--- src/rtl/crc16_div_pkg.sv ---
package crc16_div_pkg;

    typedef enum logic {
        POLY_IBM   = 1'b0,
        POLY_CCITT = 1'b1
    } poly_sel_e;

    localparam int unsigned REM_W = 16;

    localparam logic [REM_W-1:0] GEN_IBM_LOW   = 16'h8005;
    localparam logic [REM_W-1:0] GEN_CCITT_LOW = 16'h1021;

    // Low bits of the chosen generator (the x^16 term is implicit).
    function automatic logic [REM_W-1:0] gen_low(input poly_sel_e sel);
        logic [REM_W-1:0] g;
        unique case (sel)
            POLY_IBM:   g = GEN_IBM_LOW;
            POLY_CCITT: g = GEN_CCITT_LOW;
            default:    g = GEN_IBM_LOW;
        endcase
        return g;
    endfunction

endpackage

--- src/rtl/crc16_msg_align.sv ---
module crc16_msg_align #(
    parameter int unsigned DATA_W = 32,
    parameter int unsigned LEN_W  = $clog2(DATA_W + 1)
) (
    input  logic [DATA_W-1:0] data_i,
    input  logic [LEN_W-1:0]  len_i,
    output logic [DATA_W-1:0] msg_o
);

    localparam logic [LEN_W-1:0] FULL_LEN = LEN_W'(DATA_W);

    logic [LEN_W-1:0] eff_len;
    logic [LEN_W-1:0] shift_amt;

    // Clamp oversize lengths, then push the valid MSBs down to bit 0.
    // Bits above the message become zero and leave the remainder unchanged.
    always_comb begin
        eff_len   = (len_i > FULL_LEN) ? FULL_LEN : len_i;
        shift_amt = FULL_LEN - eff_len;
        msg_o     = data_i >> shift_amt;
    end

endmodule

--- src/rtl/crc16_div_stage.sv ---
module crc16_div_stage
    import crc16_div_pkg::*;
(
    input  logic [REM_W-1:0] rem_i,
    input  logic             bit_i,
    input  logic [REM_W-1:0] gen_i,
    output logic [REM_W-1:0] rem_o
);

    logic lead;

    // Leading dividend bit after bringing down one message bit.
    // When it is 1, the generator is subtracted (XOR) beneath it.
    always_comb begin
        lead  = rem_i[REM_W-1] ^ bit_i;
        rem_o = {rem_i[REM_W-2:0], 1'b0} ^ (lead ? gen_i : '0);
    end

endmodule

--- src/rtl/crc16_div_chain.sv ---
module crc16_div_chain
    import crc16_div_pkg::*;
#(
    parameter int unsigned DATA_W = 32
) (
    input  logic [DATA_W-1:0] msg_i,
    input  poly_sel_e         sel_i,
    output logic [REM_W-1:0]  rem_o
);

    logic [REM_W-1:0]           gen;
    logic [DATA_W:0][REM_W-1:0] rem_w;

    assign gen      = gen_low(sel_i);
    assign rem_w[0] = '0;

    // One stage per operand bit, MSB consumed first, no registers between.
    for (genvar k = 0; k < DATA_W; k++) begin : g_stage
        crc16_div_stage u_stage (
            .rem_i (rem_w[k]),
            .bit_i (msg_i[DATA_W-1-k]),
            .gen_i (gen),
            .rem_o (rem_w[k+1])
        );
    end

    assign rem_o = rem_w[DATA_W];

endmodule

--- src/rtl/crc16_unit.sv ---
module crc16_unit
    import crc16_div_pkg::*;
#(
    parameter int unsigned DATA_W = 32,
    parameter int unsigned LEN_W  = $clog2(DATA_W + 1)
) (
    input  logic              clk,
    input  logic              rst_n,
    input  logic              issue_i,
    input  logic [DATA_W-1:0] data_i,
    input  logic [LEN_W-1:0]  len_i,
    input  logic              poly_sel_i,
    output logic [15:0]       crc_comb_o,
    output logic [15:0]       crc_q_o
);

    logic [DATA_W-1:0] msg;
    poly_sel_e         sel;

    assign sel = poly_sel_e'(poly_sel_i);

    crc16_msg_align #(
        .DATA_W (DATA_W),
        .LEN_W  (LEN_W)
    ) u_align (
        .data_i (data_i),
        .len_i  (len_i),
        .msg_o  (msg)
    );

    crc16_div_chain #(
        .DATA_W (DATA_W)
    ) u_chain (
        .msg_i  (msg),
        .sel_i  (sel),
        .rem_o  (crc_comb_o)
    );

    always_ff @(posedge clk) begin
        if (!rst_n)
            crc_q_o <= '0;
        else if (issue_i)
            crc_q_o <= crc_comb_o;
    end


    load_on_issue_chk: assert property (@(posedge clk) disable iff (!rst_n)
        issue_i |=> crc_q_o == $past(crc_comb_o));


    hold_when_idle_chk: assert property (@(posedge clk) disable iff (!rst_n)
        !issue_i |=> $stable(crc_q_o));


    empty_len_zero_chk: assert property (@(posedge clk) disable iff (!rst_n)
        (len_i == '0) |-> crc_comb_o == 16'h0000);


    single_one_gen_chk: assert property (@(posedge clk) disable iff (!rst_n)
        (len_i == LEN_W'(1) && data_i[DATA_W-1]) |-> crc_comb_o == gen_low(sel));


    single_zero_chk: assert property (@(posedge clk) disable iff (!rst_n)
        (len_i == LEN_W'(1) && !data_i[DATA_W-1]) |-> crc_comb_o == 16'h0000);

endmodule

--- config.mk ---
export PLATFORM = sky130hd
export DESIGN_NAME = crc16_unit
export DESIGN_NICKNAME = d
export VERILOG_FILES = /design/src/rtl/crc16_div_pkg.sv /design/src/rtl/crc16_msg_align.sv /design/src/rtl/crc16_div_stage.sv /design/src/rtl/crc16_div_chain.sv /design/src/rtl/crc16_unit.sv
export SDC_FILE = /design/constraint.sdc
export NUM_CORES = 1
export LEC_CHECK = 0
export BUFFER_PORTS_ARGS = -buffer_cell sky130_fd_sc_hd__buf_2
export CORE_ASPECT_RATIO = 0.5
export CORE_MARGIN = 1
export CORE_UTILIZATION = 55
export CTS_CLUSTER_DIAMETER = 80
export DETAILED_ROUTE_END_ITERATION = 10
export PLACE_DENSITY = 0.8
export SLEW_MARGIN = 10
export SYNTH_ARGS = -nofsm -noshare
export SYNTH_HDL_FRONTEND = slang
export SYNTH_HIERARCHICAL = 1
export SYNTH_SLANG_ARGS = --single-unit
--- constraint.sdc ---
create_clock -name clk -period 31.3 [get_ports clk]
set_clock_uncertainty 0.1 [all_clocks]
set_input_delay 4.695 -clock clk [delete_from_list [all_inputs] [get_ports clk]]
set_output_delay 4.695 -clock clk [all_outputs]
set_load 0.05 [all_outputs]
==> impl_metrics.ini <==
[cts]
cts_tree = built
cts_hold_buf = 0
cts.sinks = 16
clkLatencyLatePin_ns = 0.24
htree_levels = 1
cts_made_buffers = 3
clkTransAtPathRegs_ns = 0.05
clockRootBuffer = clkbuf_16
cts_buffer_depth = 2

[hold_path]
hp-class = reg2reg
whs_endpoint = crc_q_o[15]
whs_path_depth = 2
hp-start = crc_q_o[15]

[grt]
grt_pass1_vias = 7917
grt-ovfl-total = 0
grt_pass1_wl_um = 34700
antenna_found_initial = 0
grt_start_max_net_pins = 64
track_usage_pct = 21.7

[finish]
nets = 1849
fillers = 1434
regMostFlops = crc_q_o
drive_gt1_share_pct = 16.6
regArea_sq_um = 320
fin_area_sq_mm = 0.0123
synthToLayoutAreaGrowth_pct = 24.4
top_regs = crc_q_o: 16 flops
fin_util_pct = 70.4
num_antenna_cells = 0
largest_reg_flops = 16
multi_input_area_sq_mm = 0.0108

[logic_synthesis]
synthDistinctLibCells = 55
synth-xor-area-share_pct = 48.0
synthSimpleGateAreaFrac_pct = 26.4
synth_edf_count = 0
netlist_instances = 1336
avgSynthCellArea_sq_um = 7.40
seq_area_frac_synth_pct = 3.24
synth_top_area_cell = xnor2_1
synth-async-reset-ratio_pct = 0
synth_most_common_cell = nand2_1
synth_top_area_share_pct = 42.5
synthFlopType = dfxtp_1
ys_warn_count = 6
synth_top_family_by_area = XOR/XNOR gates
synth_compound_area_share_pct = 4.44
synth_area_leaders = xnor2_1 42%, nand2_1 19%, mux4_2 5.7%
synth_area_sq_mm = 0.00989
synth_mux_area_share_pct = 11.5
synth_common_cells = 488 x nand2_1, 480 x xnor2_1, 41 x mux2i_1, 34 x buf_6
synth_seq_cells = 16
synthAdderAreaFrac_pct = 0.126

[die]
die_area_sq_mm = 0.0186
core_region_area_sq_mm = 0.0175
rows = 34
fp.dieH_um = 96.8
io_pins = 74
start_util_pct = 56.6
die_x_um = 192

[place]
dp_hpwl_um = 16100
placed_area_sq_mm = 0.0120
io_buffers = 73
dp_slack_ns = -0.249
globalplace.congestion = 0.985

[worst_setup_path]
start_kind = primary input
crit_buf_inv = 8
worstPathRequired_ns = 26.51
cp-startpoint = len_i[2]
crit_type = in2out
r2r_cells = 2
crit_fanout = 16
r2r_slack_ns = 30.57
r2r_end = crc_q_o[10]
crit_family = XOR/XNOR gates
r2r-start = crc_q_o[10]
max_stage_delay_ns = 0.58
crit_slowest_cell = o41ai_1
crit_top_cell = nand2_1
arrival_ns = 24.50
end_kind = primary output

[routing]
dr.pass1.iters = 7
num_vias = 8782
drtAntennaViolNets = 0
drt_iter0_markers = 503
drt_wl_total_um = 20000
vias_per_cell = 4.31
drc = 0
routedWlPerCell_um = 9.82

[timing]
max_slew_margin_pct = 53.8
worst_slack_ns = 2.00
rsz0062_at_grt = false
timing.fmax_mhz = 34.1
final_hold_viol_count = 0
final-max-slew-violation-count = 0
timing.final.crit_share_pct = 93.6
setup_viol = 0
fin_crit_ns = 29.30
setup-tns-final_ns = 0
tightest_slew_ns = 0.692

[outcome]
status = complete, no violations

[run]
drv_cap = 0
[tightest hold or removal path: cells and delay by family, from the launching register on]
family           cells  cell delay (ns)
flip-flops           1             0.32
AND/OR/NAND/NOR      1             0.09
multiplexers         1             0.06
[how the worst max path moves through the flow]
| stage | slack [ns] | cells after the start | endpoint |
|---|---|---|---|
| after floorplan | 0.02 | 102 | crc_comb_o[12] |
| after global placement | 0.34 | 110 | crc_comb_o[12] |
| after detailed placement | -0.25 | 110 | crc_comb_o[12] |
| after CTS | 0.09 | 110 | crc_comb_o[15] |
| after global routing | 0.07 | 111 | crc_comb_o[15] |
| final | 2.00 | 108 | crc_comb_o[12] |
[metal layers]
layer | up-vias | routed length, um | global-route usage [%]
met3 | 33 | 1030 | 2.72
li1 | 4725 | - | -
met5 | - | 0 | 0
met1 | 3849 | 8960 | 28.0
met4 | 0 | 260 | 1.89
met2 | 175 | 9780 | 39.8
[through the flow]
| stage | hold slack [ns] | instances |
|---|---|---|
| floorplan | 0.643 | 1734 |
| global placement | 0.389 | 2021 |
| detailed placement | 0.402 | 2021 |
| CTS | 0.418 | 2025 |
| global route | 0.441 | 2039 |
| finish | 0.413 | 2039 |
[cells in the final DEF, fill, tap and decap left out, drive strengths merged, types with 2 or more instances in the layout]
cell	count
nor2b	17
clkbuf	4
inv	4
a22o	9
nand2	520
xor2	33
and3	4
a31oi	4
o21ai	2
mux2	3
nor2	9
a32o	3
and2	42
o2bb2ai	3
a211oi	2
a22oi	5
dfxtp	16
nor3	2
nor3b	3
nand3	6
buf	124
conb	400
and2b	2
a211o	2
mux4	30
a32oi	2
xnor2	481
mux2i	41
a21oi	19
[area by class of cell]
cell class / instances / area share, %
tap: 234 / 2.38
multi-input combinational: 1657 / 88.1
inverter: 4 / 0.142
sequential: 16 / 2.60
clock buffer: 4 / 0.722
timing repair buffer: 124 / 6.08
[kinds of logic after synthesis]
family                   after synthesis
adder cells (fa/ha/maj)                1
flip-flops                            16
AO/OA/AOI/OAI                         60
AND/OR/NAND/NOR                      608
multiplexers                          74
other                                  2
XOR/XNOR                             514
buffers and inverters                 61
[timing repair]
| action | in CTS | in global routing |
|---|---|---|
| gates resized for setup | 3 | 4 |
| setup buffers | 0 | 14 |
| setup endpoints to repair | 5 | 12 |
Power is not shown: default switching activity piles up to over one toggle a cycle in this logic, so the estimate is an artifact.
